### config.mk
export PLATFORM = sky130hd
export DESIGN_NAME = slot_rom_window
export DESIGN_NICKNAME = d
export VERILOG_FILES = /design/src/rtl/slot_rom_pkg.sv /design/src/rtl/window_owner.sv /design/src/rtl/rom_route.sv /design/src/rtl/rom_lookup.sv /design/src/rtl/slot_rom_window.sv
export SDC_FILE = /design/constraint.sdc
export NUM_CORES = 1
export LEC_CHECK = 0
export ABC_AREA = 1
export BUFFER_PORTS_ARGS = -buffer_cell sky130_fd_sc_hd__buf_2
export CAP_MARGIN = 20
export CORE_MARGIN = 2
export CORE_UTILIZATION = 30
export DETAILED_ROUTE_END_ITERATION = 10
export GPL_ROUTABILITY_DRIVEN = 0
export GPL_TIMING_DRIVEN = 0
export SETUP_SLACK_MARGIN = 0.02
export SYNTH_ARGS = -nofsm -noshare
export SYNTH_HDL_FRONTEND = slang
export SYNTH_HIERARCHICAL = 1
export SYNTH_SLANG_ARGS = --single-unit
### constraint.sdc
create_clock -name clk -period 3.5 [get_ports clk]
set_input_delay 0.175 -clock clk [delete_from_list [all_inputs] [get_ports clk]]
set_output_delay 0.175 -clock clk [all_outputs]
set_load 0.03 [all_outputs]
### src/rtl/slot_rom_pkg.sv
package slot_rom_pkg;

  typedef enum logic [1:0] {
    SRC_NONE = 2'd0,
    SRC_PAGE = 2'd1,
    SRC_WIN  = 2'd2
  } rom_src_e;

  // Computed ROM content: low address byte mixed with a scaled high part
  function automatic logic [31:0] rom_word(input logic [31:0] a);
    logic [31:0] t;
    t = (a & 32'h0000_00FF) ^ ((a >> 8) * 32'd23);
    return t;
  endfunction

endpackage

### src/rtl/window_owner.sv
module window_owner #(
  parameter int WIN_W = 11
) (
  input  logic             clk,
  input  logic             rst_n,
  input  logic             page_hit,
  input  logic             win_hit,
  input  logic [WIN_W-1:0] win_addr,
  output logic             own_q
);
  logic release_hit;

  assign release_hit = win_hit && (&win_addr);

  always_ff @(posedge clk or negedge rst_n) begin
    if (!rst_n) begin
      own_q <= 1'b0;
    end else if (page_hit) begin
      own_q <= 1'b1;
    end else if (release_hit) begin
      own_q <= 1'b0;
    end
  end
endmodule

### src/rtl/rom_route.sv
module rom_route
  import slot_rom_pkg::*;
#(
  parameter int SLOT_W = 3,
  parameter int PAGE_W = 8,
  parameter int WIN_W  = 11,
  localparam int ROM_AW = WIN_W + 1
) (
  input  logic              page_hit,
  input  logic              win_hit,
  input  logic              own,
  input  logic              rd,
  input  logic [SLOT_W-1:0] slot,
  input  logic [WIN_W-1:0]  addr,
  output logic [ROM_AW-1:0] rom_addr,
  output logic              oe
);
  rom_src_e          src;
  logic [ROM_AW-1:0] page_addr;
  logic [ROM_AW-1:0] win_addr;

  generate
    if (SLOT_W + PAGE_W == WIN_W) begin : g_exact
      assign page_addr = {1'b0, slot, addr[PAGE_W-1:0]};
    end else begin : g_pad
      localparam int PAD_W = WIN_W - SLOT_W - PAGE_W;
      assign page_addr = {1'b0, {PAD_W{1'b0}}, slot, addr[PAGE_W-1:0]};
    end
  endgenerate

  assign win_addr = {1'b1, addr};

  always_comb begin
    if (page_hit)             src = SRC_PAGE;
    else if (win_hit && own)  src = SRC_WIN;
    else                      src = SRC_NONE;
  end

  always_comb begin
    unique case (src)
      SRC_PAGE: rom_addr = page_addr;
      SRC_WIN:  rom_addr = win_addr;
      default:  rom_addr = '0;
    endcase
    oe = rd && (src != SRC_NONE);
  end
endmodule

### src/rtl/rom_lookup.sv
module rom_lookup
  import slot_rom_pkg::*;
#(
  parameter int AW = 12,
  parameter int DW = 8
) (
  input  logic          clk,
  input  logic          rst_n,
  input  logic          en,
  input  logic [AW-1:0] addr,
  output logic [DW-1:0] data,
  output logic          valid
);
  logic [31:0] word;

  assign word = rom_word(32'(addr));

  always_ff @(posedge clk or negedge rst_n) begin
    if (!rst_n) begin
      data  <= '0;
      valid <= 1'b0;
    end else begin
      valid <= en;
      if (en) data <= word[DW-1:0];
    end
  end
endmodule

### src/rtl/slot_rom_window.sv
module slot_rom_window #(
  parameter int SLOT_W = 3,
  parameter int PAGE_W = 8,
  parameter int WIN_W  = 11,
  parameter int DW     = 8,
  localparam int ROM_AW = WIN_W + 1
) (
  input  logic              clk,
  input  logic              rst_n,
  input  logic              page_sel,
  input  logic              win_strobe,
  input  logic              rd_cycle,
  input  logic [WIN_W-1:0]  bus_addr,
  input  logic [SLOT_W-1:0] slot_id,
  output logic [ROM_AW-1:0] rom_addr,
  output logic              rom_oe,
  output logic [DW-1:0]     rom_data,
  output logic              rom_valid
);
  logic own_q;

  window_owner #(.WIN_W(WIN_W)) u_owner (
    .clk      (clk),
    .rst_n    (rst_n),
    .page_hit (page_sel),
    .win_hit  (win_strobe),
    .win_addr (bus_addr),
    .own_q    (own_q)
  );

  rom_route #(.SLOT_W(SLOT_W), .PAGE_W(PAGE_W), .WIN_W(WIN_W)) u_route (
    .page_hit (page_sel),
    .win_hit  (win_strobe),
    .own      (own_q),
    .rd       (rd_cycle),
    .slot     (slot_id),
    .addr     (bus_addr),
    .rom_addr (rom_addr),
    .oe       (rom_oe)
  );

  rom_lookup #(.AW(ROM_AW), .DW(DW)) u_rom (
    .clk   (clk),
    .rst_n (rst_n),
    .en    (rom_oe),
    .addr  (rom_addr),
    .data  (rom_data),
    .valid (rom_valid)
  );
endmodule

# Word-level counts from Yosys, hierarchy flattened
# Cells that the tools add are included.
# word_totals
ff_bits	10
inputBits	19
out_inout_bits	22
wordCells	18
# classes
multipliers	1
eq_ne	2
muxes	5
n_bitwise	1
reduce_logical	6
# op_table
operator	count
12-bit one-hot mux with 2 select lines	1
11-bit AND reduction	1
4-bit by 5-bit multiplier with 8-bit output (second input constant)	1
8-bit XOR	1
2-bit 2-to-1 mux	2
2-bit nonzero test	2
1-bit logical AND	3
2-bit by 1-bit == test with 1-bit output (second input constant)	1
2-bit == test (second input constant)	1
1-bit 2-to-1 mux	2

# Logic depth before layout (Yosys ltp)
# logic_depth
ltp_word	7
mapped_depth	16
depth_no_buf	15

# By module
# The synthesis kept the hierarchy.
# modules_own_cells
module	instances	cells_per_inst	area_per_inst_um2	seq_area_each_um2
rom_lookup	1	95	792.0	225.2
rom_route	1	22	137.6	0.0
window_owner	1	14	77.6	25.0

# Worst setup path after synthesis
# No wires, ideal clock.
# synth_timing
path_kind	register to register
start	register u_owner.own_q
end	register u_rom.data[4]
setup_time_ns	0.121
t_arrival_ns	2.930
required_ns	3.379
slack_ns	0.449
path_stages_with_launch	11
n_path_buf	0
period_less_slack_ns	3.051
path_cell_list	dfrtp_1 > nand2_2 > nor2_1 > inv_2 > fa_1 > inv_1 > ha_1 > fa_1 > xnor2_1 > xor2_1 > o21ai_1
# synth_between
elab_chain_cells	7
elab_cells_between_ends	10
cone_classes	mul (1); eq/ne (2); mux (3); bitwise (1); reduce/logical (3)
# synth_rtl
item	line_no	text
from (decl)	window_owner.sv:9	output logic own_q
from (signal assigned)	window_owner.sv:17	own_q <= 1'b0;
from (signal assigned)	window_owner.sv:19	own_q <= 1'b1;
from (signal assigned)	window_owner.sv:21	own_q <= 1'b0;
1-bit logical AND *	rom_route.sv:35	else if (win_hit && own) src = SRC_WIN;
2-bit 2-to-1 mux *	rom_route.sv:35	
2-bit 2-to-1 mux *	rom_route.sv:34	if (page_hit) src = SRC_PAGE;
2-bit == test / 2-bit by 1-bit == test with 1-bit output (equally long branches)	rom_route.sv:40	unique case (src)
12-bit one-hot mux with 2 select lines *	rom_route.sv:40	
net rom_addr[11]	slot_rom_window.sv:15	output logic [ROM_AW-1:0] rom_addr,
4-bit by 5-bit multiplier with 8-bit output *	slot_rom_pkg.sv:12	t = (a & 32'h0000_00FF) ^ ((a >> 8) * 32'd23);
8-bit XOR *	slot_rom_pkg.sv:12	
to (signal assigned)	rom_lookup.sv:24	if (en) data <= word[DW-1:0];
to (decl)	rom_lookup.sv:11	output logic [DW-1:0] data,
# Mark *: on every way through the listed nets, which the timed path passes. The rest lies on a longest branch.
# A chain may end at the register's enable or synchronous reset.

# Final worst setup path
# layout_timing
start	register u_owner.own_q
end	register u_rom.data[4]
# layout_between
elab_chain_cells	7
elab_cells_between_ends	10
cone_classes	mul (1); eq/ne (2); mux (3); bitwise (1); reduce/logical (3)
# layout_rtl
item	line_no
1-bit logical AND *	rom_route.sv:35
2-bit 2-to-1 mux *	rom_route.sv:35
2-bit 2-to-1 mux *	rom_route.sv:34
2-bit == test / 2-bit by 1-bit == test with 1-bit output (equally long branches)	rom_route.sv:40
12-bit one-hot mux with 2 select lines	rom_route.sv:40
4-bit by 5-bit multiplier with 8-bit output	slot_rom_pkg.sv:12
8-bit XOR	slot_rom_pkg.sv:12
# Every way passes the cells marked *; elsewhere a longest branch is shown, timed or not.

==> flow_metrics.env <==
export IMPL_status="completed"
export IMPL_hold_slack_ns=0.203
export IMPL_setup_tns_final_ns=0
export IMPL_rsz0062_at_grt="false"
export IMPL_die_w_um=61.9
export IMPL_powerDensity_mw_per_mm2=398
export IMPL_synth_most_common_cell="nand2_1"
export IMPL_whs_path_depth=3
export IMPL_post_cts_buffers=0
export IMPL_endpoint_kind="flop"
export IMPL_intPower_w=0.000283
export IMPL_avgSynthCellArea_um2=7.69
export IMPL_fillers=360
export IMPL_clk_pin_slew_ns=0.07
export IMPL_worstSetupPathType="flop to flop"
export IMPL_final_nets=212
export IMPL_cp_max_fo=10
export IMPL_area_growth_synth_to_final_pct=28.8
export IMPL_routedWlPerCell_um=10.8
export IMPL_synth_nets=166
export IMPL_setup_slack_ns=0.500
export IMPL_synthFlopType="dfrtp_1"
export IMPL_combPwrFrac_pct=55.6
export IMPL_synth_enable_flop_cells=0
export IMPL_cellLeakagePower_nw=0.737
export IMPL_cts_tree="built"
export IMPL_core_area_mm2=0.00328
export IMPL_drcViolationCount=0
export IMPL_grt_max_degree=11
export IMPL_pwr_share_clk_pct=14.5
export IMPL_drive_above_1_share_pct=29.7
export IMPL_setup_worst_path_start_class="flop"
export IMPL_skew_ns=0.0112
export IMPL_slew_headroom_pct=55.2
export IMPL_floorplan_rows=21
export IMPL_grt_use_total_pct=14.4
export IMPL_synthCells=131
export IMPL_slew_viol_final=0
export IMPL_synth_top_area_share_pct=24.8
export IMPL_hold_viol_final=0
export IMPL_wl_mm=2.39
export IMPL_drt_iter0_drc=38
export IMPL_hp_class="input port to flop"
export IMPL_die_y_um=61.9
export IMPL_synth_area_mm2=0.00101
export IMPL_worstMarginPinSlew_ns=0.666
export IMPL_yosys_top_cells_count="nand2_1 (40), inv_1 (14), ha_1 (13), dfrtp_1 (10), nand3_1 (9)"
export IMPL_r2r_cells=10
export IMPL_max_cap_violations=0
export IMPL_htreeDepth=1
export IMPL_hpwl_mm=2.13
export IMPL_async_reset_ff_share_pct=100
export IMPL_antenna_found_initial=0
export IMPL_root_buffer="clkbuf_4"
export IMPL_peakVddDrop_mv=0.104
export IMPL_first_pass_iters=4
export IMPL_num_vias=969
export IMPL_num_io_pins=41
export IMPL_switching_share_pct=45.1
export IMPL_yosys_register_bits=10
export IMPL_via_per_inst=4.38
export IMPL_ys_seq_area_share_pct=24.8
export IMPL_initial_utilization_pct=30.7
export IMPL_drtAntennaViolNets=0
export IMPL_grt_first_pass_wirelength_mm=4.04
export IMPL_cts_buffers_inserted=3
export IMPL_grt_pass1_vias=937
export IMPL_fmax_mhz=333
export IMPL_die_area_mm2=0.00384
export IMPL_period_needed_ns=3.00
export IMPL_post_route_period_util_pct=85.7
export IMPL_synth_cell_types=22
export IMPL_grt_ovfl_total=0
export IMPL_arrival_ns=3.14
export IMPL_power_w=0.000516
export IMPL_seqPwrFrac_pct=29.9
export IMPL_p_sw_w=0.000233
export IMPL_insertion_delay_ns=0.26
export IMPL_numPortBuffers=40
export IMPL_diodes=0
export IMPL_cts_buffer_depth=2
export IMPL_synth_warnings=6
export IMPL_finalSetupViolCount=0
export IMPL_synth_top_cell_by_area="dfrtp_1"
export IMPL_ys_top_cells_by_area="dfrtp_1 (25%), ha_1 (16%), nand2_1 (15%), fa_1 (6.0%), inv_1 (5.2%)"
export IMPL_cp_required_ns=3.64
export IMPL_pre_cts_ws_ns=0.498
export IMPL_cts_sinks=10
[registers in the layout, summed over array words and instances, names as in the netlist]
name	flops
u_owner/own_q	1
u_rom/data	8
u_rom/valid	1
[critical path, stage by stage, from the launching register on]
cell	delay [ns]
dfrtp_1	0.44
nand2_2	0.19
nor2_1	0.37
inv_2	0.10
fa_1	0.49
inv_1	0.04
ha_1	0.33
fa_1	0.48
xnor2_1	0.22
xor2_1	0.17
o21ai_1	0.07
[layer usage]
| metal | global-route usage, % | vias to the layer above | part of all wire (%) |
|---|---|---|---|
| met5 | 0 | - | 0 |
| li1 | - | 516 | - |
| met3 | 3.11 | 0 | 3.2 |
| met4 | 3.65 | 0 | 0 |
| met2 | 24.6 | 25 | 49 |
| met1 | 18.5 | 428 | 48 |
[metrics by stage]
step	std cells	area, µm²	util [%]
floorplan	131	1010	-
global placement	217	1260	38.5
detailed placement	217	1260	38.5
CTS	221	1300	39.5
global route	221	1300	39.5
finish	221	1300	39.5
[power by group through the flow]
| stage | sequential [W] | combinational, W | clock (W) |
|---|---|---|---|
| finish | 0.000154 | 0.000287 | 0.0000750 |
| global route | 0.000157 | 0.000324 | 0.0000875 |
| CTS | 0.000155 | 0.000290 | 0.0000786 |
| detailed placement | 0.000157 | 0.000288 | 0 |
| global placement | 0.000155 | 0.000286 | 0 |
| floorplan | 0.000210 | 0.000155 | 0 |
[logic make-up after synthesis]
kind of cell	count (synthesis)	synth area share, %
simple gates	60	25.6
flops	10	24.8
xor+xnor	8	6.96
compound gates	19	12.3
buf+inv	18	8.20
fa+ha+maj	16	22.1
[repair_timing]
action,CTS,global route
resized for setup,0,0
endpoints found under the hold margin,10,0
hold buffers,1,0
[cell type report]
| type | instances | area (µm²) | area share, % |
|---|---|---|---|
| buffer | 2 | 22.5 | 1.74 |
| sequential | 10 | 250 | 19.3 |
| clock buffer | 3 | 22.5 | 1.74 |
| inverter | 16 | 60.1 | 4.63 |
| multi-input combinational | 103 | 674 | 52.0 |
| tap | 46 | 57.6 | 4.44 |
| timing repair buffer | 41 | 210 | 16.2 |
[worst paths after layout]
check	to	from	slack, ns
worst max-delay path	u_rom/data[4]	u_owner/own_q	0.50
worst min-delay path	u_owner/own_q	page_sel	0.20
worst max register to register	u_rom/data[4]	u_owner/own_q	0.50
worst min register to register	u_rom/data[6]	u_rom/data[6]	0.48
max in group asynchronous	u_rom/data[5]	rst_n	3.00
min in group asynchronous	u_rom/valid	rst_n	0.30
[layout by cell type (no fill, tap or decap)]
master,Yosys,routed
a21oi_1,3,3
dlygate4sd3_1,0,1
nand3_2,1,1
nand3_1,9,9
nand2_1,40,40
dfrtp_1,10,10
clkbuf_4,0,3
xnor2_1,6,6
fa_1,3,3
a21boi_2,1,1
buf_6,2,2
nand4_1,3,3
inv_2,2,2
ha_1,13,13
inv_1,14,14
o21ai_1,2,2
buf_2,0,40
nor2_2,1,1
a21o_1,1,1
o21ai_0,4,4
a21boi_1,6,6
a21boi_0,2,2
nor2_1,4,4
xor2_1,2,2
nand2_2,2,2
No activity file was read; power rests on OpenSTA's default activity.
